===== src/rtl/cfg_loader_pkg.sv =====
package cfg_loader_pkg;

   // Serial events, already moved into the system clock domain
   typedef struct packed {
      logic clk_rise;
      logic dat;
      logic le_rise;
   } ser_evt_t;

   localparam int unsigned MIN_SYNC_STAGES = 2;

endpackage


===== src/rtl/cfg_sync.sv =====
module cfg_sync #(
   parameter int unsigned WIDTH  = 3,
   parameter int unsigned STAGES = 2
) (
   input  logic             clk,
   input  logic             rst_n,
   input  logic [WIDTH-1:0] d,
   output logic [WIDTH-1:0] q
);
   logic [WIDTH-1:0] chain [STAGES];

   for (genvar s = 0; s < STAGES; s++) begin : g_stage
      always_ff @(posedge clk or negedge rst_n) begin
         if (!rst_n) begin
            chain[s] <= '0;
         end else if (s == 0) begin
            chain[s] <= d;
         end else begin
            chain[s] <= chain[(s == 0) ? 0 : s-1];
         end
      end
   end

   assign q = chain[STAGES-1];
endmodule


===== src/rtl/cfg_edge.sv =====
module cfg_edge (
   input  logic clk,
   input  logic rst_n,
   input  logic lvl,
   output logic rise
);
   logic prev_q;

   always_ff @(posedge clk or negedge rst_n) begin
      if (!rst_n) prev_q <= 1'b0;
      else        prev_q <= lvl;
   end

   assign rise = lvl & ~prev_q;
endmodule


===== src/rtl/cfg_shifter.sv =====
module cfg_shifter #(
   parameter int unsigned FRAME_W = 18
) (
   input  logic               clk,
   input  logic               rst_n,
   input  logic               shift_en,
   input  logic               din,
   output logic [FRAME_W-1:0] frame_q
);
   always_ff @(posedge clk or negedge rst_n) begin
      if (!rst_n)        frame_q <= '0;
      else if (shift_en) frame_q <= {frame_q[FRAME_W-2:0], din};
   end
endmodule


===== src/rtl/cfg_bank.sv =====
module cfg_bank #(
   parameter int unsigned ADDR_W = 2,
   parameter int unsigned DATA_W = 16,
   localparam int unsigned NREG  = 1 << ADDR_W
) (
   input  logic                   clk,
   input  logic                   rst_n,
   input  logic                   commit,
   input  logic [ADDR_W-1:0]      addr,
   input  logic [DATA_W-1:0]      data,
   output logic [NREG*DATA_W-1:0] regs_q,
   output logic [NREG-1:0]        stb_q
);
   for (genvar k = 0; k < NREG; k++) begin : g_reg
      logic hit;
      assign hit = commit && (addr == ADDR_W'(k));

      always_ff @(posedge clk or negedge rst_n) begin
         if (!rst_n) begin
            regs_q[k*DATA_W +: DATA_W] <= '0;
            stb_q[k]                   <= 1'b0;
         end else begin
            stb_q[k] <= hit;
            if (hit) regs_q[k*DATA_W +: DATA_W] <= data;
         end
      end
   end
endmodule


===== src/rtl/serial_cfg_loader.sv =====
module serial_cfg_loader #(
   parameter int unsigned FRAME_W     = 18,
   parameter int unsigned ADDR_W      = 2,
   parameter int unsigned SYNC_STAGES = 2,
   localparam int unsigned DATA_W     = FRAME_W - ADDR_W,
   localparam int unsigned NREG       = 1 << ADDR_W
) (
   input  logic                   clk,
   input  logic                   rst_n,
   input  logic                   ser_clk,
   input  logic                   ser_dat,
   input  logic                   ser_le,
   output logic [NREG*DATA_W-1:0] reg_q,
   output logic [NREG-1:0]        load_stb
);
   import cfg_loader_pkg::*;

   if (ADDR_W < 1 || FRAME_W <= ADDR_W + 1) begin : g_bad_frame
      $error("serial_cfg_loader: FRAME_W must exceed ADDR_W+1 and ADDR_W must be at least 1");
   end
   if (SYNC_STAGES < MIN_SYNC_STAGES) begin : g_bad_sync
      $error("serial_cfg_loader: SYNC_STAGES below minimum");
   end

   logic [2:0]         sync_lvl;
   ser_evt_t           evt;
   logic [FRAME_W-1:0] frame_q;

   cfg_sync #(.WIDTH(3), .STAGES(SYNC_STAGES)) u_sync (
      .clk   (clk),
      .rst_n (rst_n),
      .d     ({ser_clk, ser_dat, ser_le}),
      .q     (sync_lvl)
   );

   assign evt.dat = sync_lvl[1];

   cfg_edge u_clk_edge (
      .clk   (clk),
      .rst_n (rst_n),
      .lvl   (sync_lvl[2]),
      .rise  (evt.clk_rise)
   );

   cfg_edge u_le_edge (
      .clk   (clk),
      .rst_n (rst_n),
      .lvl   (sync_lvl[0]),
      .rise  (evt.le_rise)
   );

   cfg_shifter #(.FRAME_W(FRAME_W)) u_shift (
      .clk      (clk),
      .rst_n    (rst_n),
      .shift_en (evt.clk_rise),
      .din      (evt.dat),
      .frame_q  (frame_q)
   );

   cfg_bank #(.ADDR_W(ADDR_W), .DATA_W(DATA_W)) u_bank (
      .clk    (clk),
      .rst_n  (rst_n),
      .commit (evt.le_rise),
      .addr   (frame_q[ADDR_W-1:0]),
      .data   (frame_q[FRAME_W-1:ADDR_W]),
      .regs_q (reg_q),
      .stb_q  (load_stb)
   );
endmodule


===== config.mk =====
export PLATFORM = sky130hd
export DESIGN_NAME = serial_cfg_loader
export DESIGN_NICKNAME = d
export VERILOG_FILES = /design/src/rtl/cfg_loader_pkg.sv /design/src/rtl/cfg_sync.sv /design/src/rtl/cfg_edge.sv /design/src/rtl/cfg_shifter.sv /design/src/rtl/cfg_bank.sv /design/src/rtl/serial_cfg_loader.sv
export SDC_FILE = /design/constraint.sdc
export NUM_CORES = 1
export LEC_CHECK = 0
export CAP_MARGIN = 20
export CORE_ASPECT_RATIO = 0.7
export CORE_MARGIN = 3
export CORE_UTILIZATION = 50
export DETAILED_ROUTE_END_ITERATION = 8
export DONT_BUFFER_PORTS = 1
export SLEW_MARGIN = 15
export SYNTH_ARGS = -nofsm -noshare
export SYNTH_HDL_FRONTEND = slang
export SYNTH_SLANG_ARGS = --single-unit

===== constraint.sdc =====
create_clock -name clk -period 3.3 [get_ports clk]
set_input_delay 0.495 -clock clk [delete_from_list [all_inputs] [get_ports clk]]
set_output_delay 0.495 -clock clk [all_outputs]
set_load 0.1 [all_outputs]

==> results of run 1 <==
timing repair:
action,CTS,global route
hold endpoints to repair,94,0
hold buffers,1,0
gates resized for setup,0,0
area by class of cell:
cell class,count,share of cell area (%)
well taps,91,3.098
clock inverters,2,0.9534
repair buffers,2,1.056
inverters,1,0.1021
flip-flops and latches,94,64.01
clock buffers,12,3.677
multi-input cells,87,27.10
worst paths after layout:
check | slack [ns] | cells past startpoint | end | start
worst max-delay path | 1.49 | 0 | reg_q[6] | u_bank.regs_q[6]
worst min-delay path | 0.05 | 1 | u_bank.stb_q[1] | rst_n
worst max register to register | 1.53 | 2 | u_bank.regs_q[63] | u_le_edge.prev_q
worst min register to register | 0.35 | 0 | u_sync.q[1] | u_sync.chain[4]
max in group asynchronous | 2.90 | 1 | u_shift.frame_q[11] | rst_n
min in group clk | 0.18 | 0 | u_sync.chain[5] | ser_clk
registers in the layout, indices dropped and copies added, names as in the netlist:
register and flops:
u_clk_edge.prev_q 1, u_sync.chain 3, u_le_edge.prev_q 1, u_shift.frame_q 18
u_bank.regs_q 64, u_bank.stb_q 4, u_sync.q 3
per-layer routing:
metal  track usage, %  up-vias  wire length, um
met5                0        -                0
met4            5.240        0               29
met3            8.826        4              561
met2            25.30       53             2820
met1            20.46      851             2689
li1                 -      676                -
cell families (layout without fill, tap and decap cells):
family        count (synthesis)  count (layout)  synth area share, %
buf+inv                       9              17                2.194
flops                        94              94                68.76
mux                          82              82                26.99
simple gates                  5               5                2.048
cells in the final DEF, fill, tap and decap left out:
cell type,instances
and4bb_2,2
buf_16,1
buf_6,1
bufinv_16,1
clkbuf_1,3
clkbuf_8,9
clkinv_2,1
dfrtp_1,94
inv_1,1
mux2_2,82
nand4b_2,1
nor2b_2,1
nor4b_4,1
through the flow:
stage	area, sq um	setup WS, ns	instances
2_1_floorplan	3421	1.734	190
3_3_place_gp	3466	1.393	273
3_5_place_dp	3466	1.282	273
4_1_cts	3664	1.285	288
5_1_grt	3675	1.399	289
6_report	3675	1.494	289
==> results.json, run 1 <==
{
  "grt_pass1_wl_mm": 9.646,
  "clk_pin_slew_ns": 0.08,
  "fin_crit_ns": 1.806,
  "synthToLayoutAreaGrowth_pct": 7.425,
  "h-tree-depth": 3,
  "setup_viol": 0,
  "final_util_pct": 57.18,
  "yosysSeqAreaShare_pct": 68.76,
  "via_per_inst": 5.481,
  "synth_flop_cell": "dfrtp_1",
  "seqCellArea_sq_um": 2352,
  "drc_errors": 0,
  "cp.required_ns": 2.80,
  "numCtsBuffers": 9,
  "drive_above_1_share_pct": 50.51,
  "grt_max_degree": 95,
  "critPathArrivalTime_ns": 1.31,
  "clock.fmax_mhz": 553.6,
  "antenna_found_initial": 0,
  "die_w_um": 104.9,
  "synth_edf_count": 0,
  "nNetsFinal": 200,
  "grt_pass1_vias": 1725,
  "clock_latency_ns": 0.35,
  "mappedNetlistArea_sq_um": 3421,
  "cts_root_buf": "clkbuf_8",
  "firstDrtPassIters": 4,
  "die_y_um": 75.21,
  "cts_setup_buffers": 0,
  "io_pins": 73,
  "yosys-top-cells-area": "dfrtp_1 69%, mux2_2 27%, buf_6 1.6%",
  "avgSynthCellArea_sq_um": 18.00,
  "min_path_type": "input port to async pin",
  "drv_cap": 0,
  "port_buffers": 0,
  "diodes": 0,
  "setup_tns_ns": 0,
  "status": "finished, final reports clean",
  "synth_most_common_cell": "dfrtp_1",
  "fill_cells": 503,
  "ys_async_sr_fraction_pct": 100.0,
  "hold_viol": 0,
  "num_rows": 24,
  "worstSetupStartpointType": "register",
  "clkSinkCount": 94,
  "maxSlewHeadroom_pct": 32.47,
  "synth_top_area_share_pct": 68.76,
  "first_iter_violations": 82,
  "yosys.area.top_type": "dfrtp_1",
  "place_congestion": 0.6770,
  "synth_seq_cells": 94,
  "cts_tree": "done",
  "vias": 1584,
  "period_share_pct": 54.74,
  "worstMarginPinSlew_ns": 1.008,
  "synth.top_cells.by_count": "94 x dfrtp_1, 82 x mux2_2, 5 x buf_6, 3 x buf_2, 2 x and4bb_2",
  "start_util_pct": 53.23,
  "crit_type": "register to output port",
  "ant_nets": 0,
  "overflow": 0,
  "synth_cells": 190,
  "whs_ns": 0.05215,
  "detailed_place_hpwl_mm": 3.925,
  "rsz0062_at_grt": "no",
  "ctsLongestPathBuffers": 2,
  "critPathMaxFanout": 2,
  "dieArea_sq_um": 7886,
  "gr-usage-all-layers_pct": 16.47,
  "synth.distinct_cells": 9,
  "yosysWarnings": 0,
  "skew_ns": 0.007872,
  "multiInputGateArea_sq_um": 996.0,
  "drt-total-wl_mm": 6.100,
  "finalMaxSlewViolations": 0,
  "wire_per_inst_um": 21.11,
  "core_area_sq_um": 6426,
  "synth_nets": 195,
  "worstSetupEndpointType": "output port"
}
Power of run 1 is left out: the tool's default activity adds up to more than one toggle a clock period on the data nets, which glitch-free logic cannot reach.
==> inputs of run 2 (changes only) <==
==> constraint.sdc (replaced) <==
create_clock -name clk -period 1.7 [get_ports clk]
set_input_delay 0.255 -clock clk [delete_from_list [all_inputs] [get_ports clk]]
set_output_delay 0.255 -clock clk [all_outputs]
set_load 0.1 [all_outputs]
==> run 2 against run 1 <==
The flow now finishes with violations (negative hold slack). Flip-flop and latch count did not move. Via count rose by 16%. Final area rose by 16%. Final cell count rose by 27%. First-iteration DRC count fell by 29%.
==> results.json, run 2 (same netlist as run 1, synthesis figures left out) <==
{
  "grt_pass1_vias": 1924,
  "firstDrtPassIters": 4,
  "gr-usage-all-layers_pct": 17.93,
  "clkSinkCount": 94,
  "clk_pin_slew_ns": 0.08,
  "reg2reg_from": "u_shift.frame_q[1]",
  "wire_per_inst_um": 17.67,
  "io_pins": 73,
  "grt_pass1_wl_mm": 10.52,
  "overflow": 0,
  "place_congestion": 0.7122,
  "cts_root_buf": "clkbuf_8",
  "antenna_found_initial": 0,
  "largest_register_ff_count": 64,
  "clock_latency_ns": 0.34,
  "start_util_pct": 53.23,
  "drv_cap": 0,
  "port_buffers": 0,
  "via_per_inst": 5.000,
  "setup_tns_ns": 0,
  "cp.required_ns": 1.93,
  "final_cell_mix": "94 x dfrtp_1, 82 x mux2_2, 76 x buf_4",
  "first_iter_violations": 58,
  "status": "finished, violations left",
  "period_share_pct": 88.21,
  "critPathMaxFanout": 9,
  "worstSetupEndpointType": "register",
  "final_util_pct": 66.30,
  "ant_nets": 0,
  "numCtsBuffers": 9,
  "dieArea_sq_um": 7886,
  "finalMaxSlewViolations": 0,
  "rsz0062_at_grt": "no",
  "die_y_um": 75.21,
  "r2r-end": "u_bank.regs_q[10]",
  "worstSetupStartpointType": "register",
  "cp-endpoint": "u_bank.regs_q[10]",
  "fin_crit_ns": 1.500,
  "ff2ff_path_depth": 3,
  "nNetsFinal": 278,
  "worstMarginPinSlew_ns": 0.2913,
  "post_cts_resized": 0,
  "violations": "negative hold slack",
  "r2r_slack_ns": 0.20,
  "diodes": 0,
  "num_rows": 24,
  "drc_errors": 0,
  "whs_ns": -0.4064,
  "core_area_sq_um": 6426,
  "synthToLayoutAreaGrowth_pct": 24.54,
  "h-tree-depth": 3,
  "largestRegisters": "u_bank.regs_q (64), u_shift.frame_q (18), u_bank.stb_q (4)",
  "crit_start": "u_shift.frame_q[1]",
  "drt-total-wl_mm": 6.486,
  "cts_tree": "done",
  "hold_viol": 94,
  "cts_setup_buffers": 0,
  "min_path_type": "input port to async pin",
  "die_w_um": 104.9,
  "setup_viol": 0,
  "maxSlewHeadroom_pct": 80.74,
  "skew_ns": 0.005383,
  "clock.fmax_mhz": 666.9,
  "final_common_cell": "dfrtp_1",
  "grt_max_degree": 95,
  "holdBufCountCts": 3,
  "ctsLongestPathBuffers": 2,
  "drive_above_1_share_pct": 64.13,
  "detailed_place_hpwl_mm": 4.553,
  "critPathArrivalTime_ns": 1.73,
  "regMostFlops": "u_bank.regs_q",
  "crit_type": "register to register",
  "vias": 1835
}
==> run 2: worst min-delay path by stage <==
stage	from	end	slack [ns]	cells past startpoint
2_1_floorplan	rst_n	u_bank.regs_q[0]	-0.04	0
3_3_place_gp	rst_n	u_bank.stb_q[3]	-0.04	0
3_5_place_dp	rst_n	u_bank.regs_q[60]	-0.04	0
4_1_cts	rst_n	u_bank.regs_q[60]	-0.43	0
5_1_grt	rst_n	u_bank.regs_q[60]	-0.44	0
6_report	rst_n	u_bank.regs_q[60]	-0.41	0
==> run 2: layer usage <==
metal	share of wire, %	vias to the layer above	wire length (um)	track usage [%]
li1	-	834	-	-
met1	47	943	3035	24.03
met2	46	51	2997	27.65
met3	6.2	7	403	7.626
met4	0.76	0	49	4.367
met5	0	-	0	0
==> run 2: metrics by stage <==
stage          instances  setup slack (ns)  hold slack [ns]  instance area (sq um)
4_1_cts              367            0.1915          -0.4266                   4260
5_1_grt              367            0.1226          -0.4424                   4260
3_3_place_gp         350            0.2569         -0.03863                   4056
6_report             367            0.2005          -0.4064                   4260
3_5_place_dp         350            0.2108         -0.03914                   4056
2_1_floorplan        190            0.1339         -0.04059                   3421
==> run 2: area by class of cell <==
cell class              count  area [sq um]
multi-input cells          87         996.0
well taps                  91         113.9
clock inverters             1         5.005
fillers                   468          2166
inverters                   1         3.754
clock buffers              13         168.9
repair buffers             80         620.6
flip-flops and latches     94          2352
==> run 2: worst max-delay path, stage by stage (launching register included) <==
cell	delay (ns)
dfrtp_1	0.47
nor4b_4	0.31
buf_4	0.24
mux2_2	0.36
Power of run 2 is left out for the same reason.
==> inputs of run 3 (changes only) <==
--- a/config.mk
+++ b/config.mk
@@ -6,11 +6,15 @@
 export NUM_CORES = 1
 export LEC_CHECK = 0
 export CAP_MARGIN = 20
+export CELL_PAD_IN_SITES_DETAIL_PLACEMENT = 1
+export CELL_PAD_IN_SITES_GLOBAL_PLACEMENT = 1
 export CORE_ASPECT_RATIO = 0.7
 export CORE_MARGIN = 3
 export CORE_UTILIZATION = 50
+export CTS_CLUSTER_DIAMETER = 30
 export DETAILED_ROUTE_END_ITERATION = 8
 export DONT_BUFFER_PORTS = 1
+export PLACE_DENSITY_LB_ADDON = 0.1
 export SLEW_MARGIN = 15
 export SYNTH_ARGS = -nofsm -noshare
 export SYNTH_HDL_FRONTEND = slang
==> run 3 against run 2 <==
The flow still finishes with violations (negative hold slack). Via count is 1.5% higher. Register-to-register slack got worse by 0.07 ns. Utilization rose by 0.84 points. Sequential share of layout area down 0.69 points. Critical path type unchanged. Non-clock buffer count did not move. Maximum frequency decreased by 4.2%.
==> results.json, run 3 (same netlist as run 1, synthesis figures left out) <==
{
  "status": "finished, violations left",
  "violations": "negative hold slack",
  "r2r-end": "u_bank.regs_q[16]",
  "clock.fmax_mhz": 639.1,
  "antenna_found_initial": 0,
  "fill_cells": 600,
  "setup_tns_ns": 0,
  "synthToLayoutAreaGrowth_pct": 26.12,
  "cp.required_ns": 1.95,
  "skew_ns": 0.007075,
  "ff2ff_path_depth": 3,
  "gr-usage-all-layers_pct": 19.78,
  "start_util_pct": 53.23,
  "critPathArrivalTime_ns": 1.81,
  "crit_type": "register to register",
  "critPathMaxFanout": 11,
  "overflow": 0,
  "final_common_cell": "dfrtp_1",
  "crit_slowest_cell": "dfrtp_1",
  "die_y_um": 75.21,
  "worstSetupStartpointType": "register",
  "worstMarginPinSlew_ns": 0.2927,
  "io_pins": 73,
  "cts_root_buf": "clkbuf_8",
  "whs_ns": -0.4252,
  "num_rows": 24,
  "vias": 1862,
  "max_stage_delay_ns": 0.47,
  "cts_setup_buffers": 0,
  "grt_max_degree": 95,
  "detailed_place_hpwl_mm": 4.909,
  "clk_pin_slew_ns": 0.09,
  "finalMaxSlewViolations": 0,
  "place_congestion": 0.7100,
  "port_buffers": 0,
  "die_w_um": 104.9,
  "dieArea_sq_um": 7886,
  "wire_per_inst_um": 19.28,
  "clock_latency_ns": 0.36,
  "grtUsageMet3_pct": 7.112,
  "firstDrtPassIters": 3,
  "ctsLongestPathBuffers": 2,
  "r2r_slack_ns": 0.14,
  "rsz0062_at_grt": "no",
  "min_path_type": "input port to async pin",
  "drc_errors": 0,
  "path_cells": "and4bb_2 -> buf_12 -> mux2_2",
  "setup_viol": 0,
  "clkSinkCount": 94,
  "grt_util_met1_pct": 25.11,
  "fin_crit_ns": 1.565,
  "drive_above_1_share_pct": 64.03,
  "cts_tree": "done",
  "grt_pass1_vias": 2021,
  "reg2reg_from": "u_shift.frame_q[1]",
  "numCtsBuffers": 9,
  "ant_nets": 0,
  "diodes": 0,
  "first_iter_violations": 65,
  "regMostFlops": "u_bank.regs_q",
  "core_area_sq_um": 6426,
  "holdBufCountCts": 3,
  "hold_viol": 94,
  "grt_pass1_wl_mm": 11.45,
  "drv_cap": 0,
  "period_share_pct": 92.05,
  "h-tree-depth": 3,
  "drt-total-wl_mm": 7.115,
  "largestRegisters": "u_bank.regs_q (64), u_shift.frame_q (18), u_bank.stb_q (4)",
  "grt-busiest-layer": "met2",
  "nNetsFinal": 278,
  "final_cell_mix": "94 x dfrtp_1, 82 x mux2_2, 75 x buf_4",
  "maxSlewHeadroom_pct": 80.65,
  "worstSetupEndpointType": "register",
  "via_per_inst": 5.046,
  "largest_register_ff_count": 64,
  "grtUsageMet2_pct": 32.69
}
==> run 3: timing repair <==
item / in CTS / in global routing
endpoints found under the hold margin: 97 / 94
setup endpoints to repair: 0 / 0
resized for setup: 0 / 0
==> run 3: cell type report <==
class | count | area, sq um | share of cell area, %
Tap cell | 91 | 113.9 | 2.639
Clock inverter | 5 | 83.83 | 1.943
Timing Repair Buffer | 80 | 633.1 | 14.68
Clock buffer | 11 | 131.4 | 3.045
Multi-Input combinational cell | 87 | 996.0 | 23.09
Inverter | 1 | 3.754 | 0.08701
Sequential cell | 94 | 2352 | 54.52
==> run 3: per-layer routing <==
layer  routed length, um  part of all wire, %  up-vias
li1                    -                    -      835
met1                3145                   44      965
met2                3508                   49       51
met3                 372                  5.2       11
met4                  89                  1.3        0
met5                   0                    0        -
==> run 3: worst max-delay path by stage <==
stage	startpoint	slack, ns	end
6_report	u_shift.frame_q[1]	0.14	u_bank.regs_q[16]
5_1_grt	u_shift.frame_q[1]	0.10	u_bank.regs_q[21]
4_1_cts	u_shift.frame_q[1]	0.14	u_bank.regs_q[16]
3_5_place_dp	u_shift.frame_q[1]	0.16	u_bank.regs_q[19]
3_3_place_gp	u_shift.frame_q[1]	0.20	u_bank.regs_q[16]
2_1_floorplan	u_shift.frame_q[1]	0.13	u_bank.regs_q[10]
==> run 3: critical path: cells and delay by family, from the launching register on <==
kind                   cells  cell delay (ns)
flip-flops                 1             0.47
multiplexers               1             0.34
buffers and inverters      1             0.18
AND/OR/NAND/NOR            1             0.46
==> run 3: metrics by stage <==
stage	instances	util, %	hold slack [ns]	cell area [sq um]	setup WS (ns)
final	369	67.13	-0.4252	4314	0.1352
after global routing	369	67.13	-0.4627	4314	0.1041
after CTS	369	67.13	-0.4499	4314	0.1450
after detailed placement	350	63.32	-0.03807	4069	0.1568
after global placement	350	63.32	-0.03754	4069	0.2045
after floorplan	190	-	-0.04059	3421	0.1339
Power of run 3 is left out for the same reason.
